File: src/rtl/axrd_pkg.sv
package axrd_pkg;

    typedef enum logic [1:0] {
        BURST_FIXED = 2'b00,
        BURST_INCR  = 2'b01,
        BURST_WRAP  = 2'b10,
        BURST_RSVD  = 2'b11
    } burst_e;

    typedef enum logic {
        PH_IDLE = 1'b0,
        PH_SEND = 1'b1
    } phase_e;

    localparam logic [1:0] RESP_OKAY   = 2'b00;
    localparam logic [1:0] RESP_SLVERR = 2'b10;

    localparam int LEN_W  = 8;
    localparam int SIZE_W = 3;

endpackage

File: src/rtl/axrd_addr_step.sv
module axrd_addr_step
    import axrd_pkg::*;
#(
    parameter int ADDR_W = 16
) (
    input  logic [ADDR_W-1:0] cur_addr,
    input  logic [LEN_W-1:0]  len,
    input  logic [SIZE_W-1:0] size,
    input  burst_e            burst,
    output logic [ADDR_W-1:0] nxt_addr
);

    logic [ADDR_W-1:0] step;
    logic [ADDR_W-1:0] span;
    logic [ADDR_W-1:0] mask;
    logic [ADDR_W-1:0] bumped;
    logic              wrap_len_ok;

    always_comb begin
        step        = ADDR_W'(1) << size;
        span        = ADDR_W'({1'b0, len} + 9'd1) << size;
        mask        = span - ADDR_W'(1);
        bumped      = cur_addr + step;
        wrap_len_ok = (len == 8'd1) || (len == 8'd3) || (len == 8'd7) || (len == 8'd15);

        unique case (burst)
            BURST_FIXED: nxt_addr = cur_addr;
            BURST_WRAP: begin
                if (wrap_len_ok) begin
                    nxt_addr = (cur_addr & ~mask) | (bumped & mask);
                end else begin
                    nxt_addr = bumped;
                end
            end
            default:     nxt_addr = bumped;
        endcase
    end

endmodule

File: src/rtl/axrd_store.sv
module axrd_store
    import axrd_pkg::*;
#(
    parameter int          ADDR_W = 16,
    parameter int          DATA_W = 32,
    parameter int          WORDS  = 64,
    parameter int unsigned ERR_LO = 32'h00C0,
    parameter int unsigned ERR_HI = 32'h00D0
) (
    input  logic              clk,
    input  logic              rst_n,
    input  logic [ADDR_W-1:0] look_addr,
    output logic [DATA_W-1:0] look_data,
    output logic [1:0]        look_resp
);

    localparam int BYTES_PER = DATA_W / 8;
    localparam int OFF_W     = (BYTES_PER > 1) ? $clog2(BYTES_PER) : 1;
    localparam int IDX_W     = (WORDS > 1) ? $clog2(WORDS) : 1;
    localparam int LIMIT     = WORDS * BYTES_PER;

    logic [DATA_W-1:0] cells_q [WORDS];

    function automatic logic [DATA_W-1:0] fill_word(input int k);
        return DATA_W'(32'(k) * 32'h0101_0101 + 32'h1000_0000);
    endfunction

    always_ff @(posedge clk) begin
        if (!rst_n) begin
            for (int k = 0; k < WORDS; k++) begin
                cells_q[k] <= fill_word(k);
            end
        end
    end

    logic              in_range;
    logic              in_fault;
    logic [IDX_W-1:0]  idx;

    always_comb begin
        in_range = ({1'b0, look_addr} < (ADDR_W+1)'(LIMIT));
        in_fault = (look_addr >= ADDR_W'(ERR_LO)) && (look_addr < ADDR_W'(ERR_HI));
        idx      = look_addr[OFF_W +: IDX_W];
        if (in_range && !in_fault) begin
            look_data = cells_q[idx];
            look_resp = RESP_OKAY;
        end else begin
            look_data = '0;
            look_resp = RESP_SLVERR;
        end
    end

endmodule

File: src/rtl/axrd_slave.sv
module axrd_slave
    import axrd_pkg::*;
#(
    parameter int          ADDR_W = 16,
    parameter int          DATA_W = 32,
    parameter int          WORDS  = 64,
    parameter int unsigned ERR_LO = 32'h00C0,
    parameter int unsigned ERR_HI = 32'h00D0
) (
    input  logic              clk,
    input  logic              rst_n,
    input  logic              arvalid,
    output logic              arready,
    input  logic [ADDR_W-1:0] araddr,
    input  logic [7:0]        arlen,
    input  logic [2:0]        arsize,
    input  logic [1:0]        arburst,
    output logic              rvalid,
    input  logic              rready,
    output logic [DATA_W-1:0] rdata,
    output logic [1:0]        rresp,
    output logic              rlast
);

    typedef struct packed {
        phase_e              phase;
        logic [ADDR_W-1:0]   addr;
        logic [LEN_W-1:0]    len;
        logic [SIZE_W-1:0]   size;
        burst_e              burst;
        logic [LEN_W-1:0]    beat;
        logic                rvalid;
        logic [DATA_W-1:0]   rdata;
        logic [1:0]          rresp;
    } ctl_t;

    ctl_t ctl_d, ctl_q;

    logic [ADDR_W-1:0] step_addr;
    logic [ADDR_W-1:0] look_addr;
    logic [DATA_W-1:0] look_data;
    logic [1:0]        look_resp;
    logic              final_beat;

    axrd_addr_step #(
        .ADDR_W (ADDR_W)
    ) u_step (
        .cur_addr (ctl_q.addr),
        .len      (ctl_q.len),
        .size     (ctl_q.size),
        .burst    (ctl_q.burst),
        .nxt_addr (step_addr)
    );

    // One lookup port: start address while idle, next beat address while sending.
    assign look_addr = (ctl_q.phase == PH_IDLE) ? araddr : step_addr;

    axrd_store #(
        .ADDR_W (ADDR_W),
        .DATA_W (DATA_W),
        .WORDS  (WORDS),
        .ERR_LO (ERR_LO),
        .ERR_HI (ERR_HI)
    ) u_store (
        .clk       (clk),
        .rst_n     (rst_n),
        .look_addr (look_addr),
        .look_data (look_data),
        .look_resp (look_resp)
    );

    assign final_beat = (ctl_q.phase == PH_SEND) && (ctl_q.beat == ctl_q.len);

    always_comb begin
        ctl_d = ctl_q;
        unique case (ctl_q.phase)
            PH_IDLE: begin
                if (arvalid) begin
                    ctl_d.addr   = araddr;
                    ctl_d.len    = arlen;
                    ctl_d.size   = arsize;
                    ctl_d.burst  = burst_e'(arburst);
                    ctl_d.beat   = '0;
                    ctl_d.rdata  = look_data;
                    ctl_d.rresp  = look_resp;
                    ctl_d.rvalid = 1'b1;
                    ctl_d.phase  = PH_SEND;
                end
            end
            PH_SEND: begin
                if (ctl_q.rvalid && rready) begin
                    if (final_beat) begin
                        ctl_d.rvalid = 1'b0;
                        ctl_d.phase  = PH_IDLE;
                    end else begin
                        ctl_d.addr  = step_addr;
                        ctl_d.beat  = ctl_q.beat + 8'd1;
                        ctl_d.rdata = look_data;
                        ctl_d.rresp = look_resp;
                    end
                end
            end
            default: ctl_d.phase = PH_IDLE;
        endcase
    end

    always_ff @(posedge clk) begin
        if (!rst_n) begin
            ctl_q.phase  <= PH_IDLE;
            ctl_q.addr   <= '0;
            ctl_q.len    <= '0;
            ctl_q.size   <= '0;
            ctl_q.burst  <= BURST_INCR;
            ctl_q.beat   <= '0;
            ctl_q.rvalid <= 1'b0;
            ctl_q.rdata  <= '0;
            ctl_q.rresp  <= RESP_OKAY;
        end else begin
            ctl_q <= ctl_d;
        end
    end

    assign arready = (ctl_q.phase == PH_IDLE);
    assign rvalid  = ctl_q.rvalid;
    assign rdata   = ctl_q.rdata;
    assign rresp   = ctl_q.rresp;
    assign rlast   = final_beat;

endmodule

File: config.mk
export PLATFORM = sky130hd
export DESIGN_NAME = axrd_slave
export DESIGN_NICKNAME = d
export VERILOG_FILES = /design/src/rtl/axrd_pkg.sv /design/src/rtl/axrd_addr_step.sv /design/src/rtl/axrd_store.sv /design/src/rtl/axrd_slave.sv
export SDC_FILE = /design/constraint.sdc
export NUM_CORES = 1
export LEC_CHECK = 0
export BUFFER_PORTS_ARGS = -buffer_cell sky130_fd_sc_hd__buf_2
export CORE_ASPECT_RATIO = 0.5
export CORE_UTILIZATION = 64
export DETAILED_ROUTE_END_ITERATION = 6
export PLACE_DENSITY = 0.95
export SLEW_MARGIN = 15
export SYNTH_ARGS = -nofsm -noshare
export SYNTH_HDL_FRONTEND = slang
export SYNTH_SLANG_ARGS = --single-unit
File: constraint.sdc
create_clock -name clk -period 8.8 [get_ports clk]
set_input_delay 1.32 -clock clk [delete_from_list [all_inputs] [get_ports clk]]
set_output_delay 1.32 -clock clk [all_outputs]
set_load 0.02 [all_outputs]
==> metrics, run 1 <==
status=completed; Synth Cell Area=around 5200 um^2; clk slew on worst S/H paths=70 ps; post-CTS setup buffer count=0; switching share of power=between 30% and 40%; Initial Utilization=68.1%; Setup WS post-layout=4080 ps; Die Height=around 65 um; commonest non-fill, non-tap cell in the layout=nand2_1; share of cells above drive strength 1=between 10% and 20%; critical path data required time=9000 ps; Slew headroom=about a third; ys async rst share=0%; clk buf depth=2; Critical Path Sink Type=flip-flop; Worst path max stage delay=670 ps; net switching power=0.252 mW; Buf+Inv Stages, Crit Path=2; vias per cell=between 6 and 7; setup tns final=0 ps; Net count, final=757; GPL Wtd Cong=~0.94; first-pass GRT wire length=23.3 mm; Period Utilization, post-route=53.7%; Via Count=5,568; internal power=between 0.4 and 0.5 mW; Setup Skew=8.64 ps; CTS root buf=clkbuf_16; grt ovf=0; final hold viol count=0; drt pass-1 iters=7; pre-CTS setup slack=4300 ps; DRC Markers=0; final setup fails=0; total global-route track usage=35.6%; worst-path maximum fanout=38; clk_lat worst skew=310 ps; maximum VDD drop=0.101 mV; CP cell instances=buf_4 -> nor3_1 -> ha_1 -> inv_1 -> fa_1 -> nand2b_1 -> a2111oi_0 -> o211ai_1 -> nor4_1 -> o211ai_1 -> nor4_1 -> and2_1 -> a41oi_4 -> o221a_1; Yosys Warn Count=0; synthesized instance count=approximately 720; RSZ-0062 raised after global routing=no; # hold bufs at CTS=0; die area=around 8400 um^2; Post-synth EDFFs=0; clock sink count=49; DPL Wire Length=10.7 mm; Top FF cell, synth=dfxtp_1; HP Class=reg2reg; Final ANT Viol Nets=0; die width=129 um; Final Max Tran Viols=0; synthesized area per cell=7.19 um^2; R2R Path Start=ctl_q[45]; hold_sp=rdata[28]; FF-to-FF End=rresp[1]; H-tree Lvls=2; max-cap viol count=0; Comb pwr share=30.1%; Pwr Density=132 nW/um^2; Num CTS Buffers=5; # rows=22; Seq pwr share=36.9%; Clock Power Share=32.9%; crit path DAT=4920 ps; Pleak=about 2.0 nW; kind of cell adding the most delay to the critical path=simple AND/OR/NAND/NOR gates; initial DRC count=845; WL/cell=18.0 um; clock period minus worst slack=approximately 4700 ps; Least-Margin Pin Slew=992 ps; flop-to-flop setup slack=roughly 4000 ps; fmax=212 MHz; element type at the critical path start=flip-flop; Area Growth Syn to Fin=2.84%; Routed Wire Length=14.8 mm; hold path depth=2; Slowest cell on crit path=a2111oi_0; I/O Buffers=61; pin count of the biggest net entering global routing=44; Reg2Reg Depth=14; Seq cells post-synth=49; post-synthesis sequential area ratio=19.0%; antenna violations before repair=0; most frequent cells in the layout=83 x nand2_1, 61 x nor2_1, 61 x buf_2; CTS tree=built; vias in the first global route=around 4,700; crit path kind=reg2reg; core area=approximately 7600 um^2; CTS resizes=0; Hold Path End=rdata[28]; boundary pin count=70; antenna fix cells=0; post-synth cell types=82
## cells in the mapped netlist, drive strengths merged, types with 6 or more instances
cell type,count,area (um^2)
a211oi,14,118
a21o,6,45.0
a21oi,53,265
a22oi,6,45.0
a31oi,12,93.8
and2,6,37.5
and3,8,50.1
buf,64,450
clkbuf,24,90.1
dfxtp,49,981
ha,13,163
inv,23,86.3
mux2i,8,80.1
nand2,84,318
nand2b,16,100
nand3,24,120
nand4,20,131
nor2,61,229
nor3,20,100
nor4,6,37.5
o211ai,20,155
o21ai,52,260
or3,9,56.3
xnor2,18,165
xor2,9,78.8
## metal layers
layer	track usage (%)	share of wire [%]	wire length, um
met1	50.2	45	6610
met2	54.6	42	6180
met3	6.60	11	1650
met4	11.6	2.2	329
met5	0	0	0
## power groups by stage
stage / logic [mW] / registers (mW) / clock network, mW
after floorplan: 0.176 / 0.247 / 0
after CTS: 0.205 / 0.257 / 0.229
after detailed placement: 0.203 / 0.261 / 0
final: 0.210 / 0.258 / 0.230
after global routing: 0.227 / 0.260 / 0.237
after global placement: 0.199 / 0.261 / 0
## kinds of logic (layout without fill, tap and decap cells)
logic type | Yosys count | in the layout | share of synthesized area [%]
AOI/OAI and AO/OA | 228 | 228 | 32.2
xor gates and xnor gates | 27 | 27 | 4.74
adders and majority gates | 14 | 14 | 3.55
buffers and inverters | 111 | 98 | 12.2
DFF | 49 | 49 | 19.0
muxes | 8 | 8 | 1.55
other | 1 | 8 | 0.0728
and+or+nand+nor | 279 | 279 | 26.7
## per-stage QoR
step | cell area (um^2) | util (%) | hold slack [ps] | total power, mW | instances
after floorplan | 5180 | - | 426 | 0.423 | 724
after global placement | 5130 | 67.7 | 434 | 0.459 | 811
after detailed placement | 5130 | 67.7 | 443 | 0.464 | 811
final | 5300 | 70.0 | 452 | 0.698 | 819
after CTS | 5300 | 70.0 | 453 | 0.690 | 819
after global routing | 5300 | 70.0 | 472 | 0.724 | 819
## worst min-delay path, delay by kind of cell (launching register included)
kind               cells  cell delay (ps)
and+or+nand+nor        1               50
DFF                    1              310
AOI/OAI and AO/OA      1               50
## worst max-delay path by stage
stage	slack [ps]	to	from	cells past startpoint
floorplan	4390	rresp[1]	ctl_q[45]	18
global placement	4330	rresp[1]	ctl_q[46]	15
detailed placement	4300	rresp[1]	ctl_q[45]	15
CTS	4300	rresp[1]	ctl_q[45]	15
global route	3730	rresp[1]	ctl_q[46]	14
finish	4080	rresp[1]	ctl_q[45]	14
## registers in the layout (all words and copies together) (netlist names)
register	count
rvalid	1
ctl_q	38
rdata	9
rresp	1
## final cells by class
type | count | area (um^2)
well taps | 108 | 135
fillers | 620 | 2270
inverters | 23 | 86.3
clock inverters | 3 | 47.5
multi-input cells | 564 | 3570
repair buffers | 67 | 350
flip-flops and latches | 49 | 981
clock buffers | 5 | 125
(Power assumes the default switching activity.)
==> run 2: changes to the inputs <==
--- a/config.mk
+++ b/config.mk
@@ -7,9 +7,9 @@
 export LEC_CHECK = 0
 export BUFFER_PORTS_ARGS = -buffer_cell sky130_fd_sc_hd__buf_2
 export CORE_ASPECT_RATIO = 0.5
-export CORE_UTILIZATION = 64
+export CORE_UTILIZATION = 59
 export DETAILED_ROUTE_END_ITERATION = 6
-export PLACE_DENSITY = 0.95
+export PLACE_DENSITY = 0.92
 export SLEW_MARGIN = 15
 export SYNTH_ARGS = -nofsm -noshare
 export SYNTH_HDL_FRONTEND = slang
==> constraint.sdc (replaced) <==
create_clock -name clk -period 4.4 [get_ports clk]
set_input_delay 0.66 -clock clk [delete_from_list [all_inputs] [get_ports clk]]
set_output_delay 0.66 -clock clk [all_outputs]
set_load 0.02 [all_outputs]
==> metrics, run 2 (synthesis results as in run 1) <==
status=completed (unchanged); element type at the critical path start=flip-flop (unchanged); GPL Wtd Cong=0.992 (was 0.936); WL/cell=18.4 um (was 18.0 um); Largest register FFs=38 (unchanged); CTS tree=built (unchanged); clock sink count=49 (unchanged); kind of cell adding the most delay to the critical path=compound AO/OA/AOI/OAI gates (was simple AND/OR/NAND/NOR gates); Setup Skew=7.23 ps (was 8.64 ps); Final ANT Viol Nets=0 (unchanged); commonest non-fill, non-tap cell in the layout=nand2_1 (unchanged); crit path DAT=4340 ps (was 4920 ps); grt met1 use=47.6% (was 50.2%); CTS root buf=clkbuf_16 (unchanged); antenna violations before repair=0 (unchanged); final setup fails=0 (unchanged); Via Count=5,622 (was 5,568); Period Utilization, post-route=94.4% (was 53.7%); boundary pin count=70 (unchanged); worst-path maximum fanout=9 (was 38); final hold viol count=0 (unchanged); clk buf depth=2 (unchanged); layer with the highest usage=met2 (unchanged); pin count of the biggest net entering global routing=42 (was 44); Buf+Inv Stages, Crit Path=0 (was 2); Initial Utilization=62.6% (was 68.1%); power after layout=1.42 mW (was 0.698 mW); initial DRC count=714 (was 845); clock period minus worst slack=4150 ps (was 4720 ps); HP Class=reg2reg (unchanged); H-tree Lvls=2 (unchanged); first-pass GRT wire length=24.1 mm (was 23.3 mm); Core Util, Final=65.8% (was 70.0%); core area=8230 um^2 (was 7570 um^2); Net count, final=770 (was 757); share of cells above drive strength 1=16.0% (was 14.2%); Slowest cell on crit path=a221oi_1 (was a2111oi_0); grt ovf=0 (unchanged); Pleak=2.04 nW (was 1.98 nW); hold_sp=rdata[30] (was rdata[28]); vias in the first global route=4,671 (was 4,662); Num CTS Buffers=5 (unchanged); crit path kind=reg2reg (unchanged); drt pass-1 iters=6 (was 7); setup tns final=0 ps (unchanged); # rows=23 (was 22); Pwr Density=262 nW/um^2 (was 132 nW/um^2); filler instances=738 (was 620); Routed Wire Length=15.4 mm (was 14.8 mm); Layout Cells excl Fill=836 (was 819); maximum VDD drop=0.179 mV (was 0.101 mV); Area Growth Syn to Fin=5.15% (was 2.84%); largest registers=ctl_q x38, rdata x9 (unchanged); total global-route track usage=33.9% (was 35.6%); Biggest register=ctl_q (unchanged); clk slew on worst S/H paths=70 ps (about the same); CP cell instances=ha_1 -> nand3_1 -> a221oi_1 -> a2bb2oi_1 -> a31o_2 -> o211ai_1 -> a31oi_1 -> or3_1 -> a31o_2 -> ha_1 -> a31oi_2 -> nand2_1 -> o221a_1 (was buf_4 -> nor3_1 -> ha_1 -> inv_1 -> fa_1 -> nand2b_1 -> a2111oi_0 -> o211ai_1 -> nor4_1 -> o211ai_1 -> nor4_1 -> and2_1 -> a41oi_4 -> o221a_1); fmax=241 MHz (was 212 MHz); clk_lat worst skew=300 ps (was 310 ps); DPL Wire Length=11.4 mm (was 10.7 mm); DRC Markers=0 (unchanged); most frequent cells in the layout=83 x nand2_1, 61 x nor2_1, 61 x buf_2 (unchanged); CP startpoint=ctl_q[49] (was ctl_q[45]); met2 global-route usage=52.7% (was 54.6%); Slew headroom=44.1% (was 33.8%); Critical Path Sink Type=flip-flop (unchanged); I/O Buffers=61 (unchanged); Worst path max stage delay=670 ps (about the same); vias per cell=6.72 (was 6.80); R2R Path Start=ctl_q[49] (was ctl_q[45]); critical path data required time=4590 ps (was 9000 ps); Least-Margin Pin Slew=831 ps (was 992 ps); die width=134 um (was 129 um); Placed Cells incl. Taps=828 (was 811); Die Height=68.1 um (was 65.4 um); Final Hold Slack=450 ps (was 452 ps); met3 usage in global routing=6.07% (was 6.60%); max-cap viol count=0 (unchanged); antenna fix cells=0 (unchanged); Final Max Tran Viols=0 (unchanged); die area=9130 um^2 (was 8440 um^2)
run 2: layer usage:
metal / wire, um / share of wire [%]
met5: 0 / 0
met3: 1650 / 11
met2: 6560 / 43
met4: 306 / 2.0
met1: 6850 / 45
run 2: worst register-to-register path: stages (launching register included):
cell and delay, ps:
dfxtp_1 510, ha_1 420, nand3_1 230, a221oi_1 670
a2bb2oi_1 200, a31o_2 310, o211ai_1 80, a31oi_1 120
or3_1 370, a31o_2 280, ha_1 220, a31oi_2 310
nand2_1 110, o221a_1 230
run 2: path summary, 6_finish.rpt:
check              end  cells past startpoint  slack [ps]
max           rresp[1]                     13         250
min          rdata[30]                      2         450
max reg2reg   rresp[1]                     13         250
min reg2reg  rdata[30]                      2         450
run 2: metrics by stage:
step	setup slack, ps	cell area [um^2]
final	248	5420
after floorplan	67.0	5180
after global placement	363	5230
after global routing	-9.80	5420
after CTS	153	5410
after detailed placement	152	5230
run 2: area by class of cell:
type	count	area, um^2	share of cell area (%)
clock buffer	6	139	2.56
clock inverter	2	37.5	0.693
inverter	23	86.3	1.59
multi-input combinational	564	3590	66.2
sequential	49	981	18.1
tap	112	140	2.59
timing repair buffer	80	448	8.27
run 2: report_power, final:
| group | switching [mW] | internal [mW] |
|---|---|---|
| logic | 0.283 | 0.163 |
| registers | 0.0413 | 0.468 |
| clock network | 0.178 | 0.284 |
| total | 0.503 | 0.915 |
run 2: timing repair:
action                                  CTS  global route
resized for setup                         0             2
buffers inserted                          0             0
hold buffers                              0             0
endpoints found under the setup margin    0            10
hold endpoints to repair                  0             0
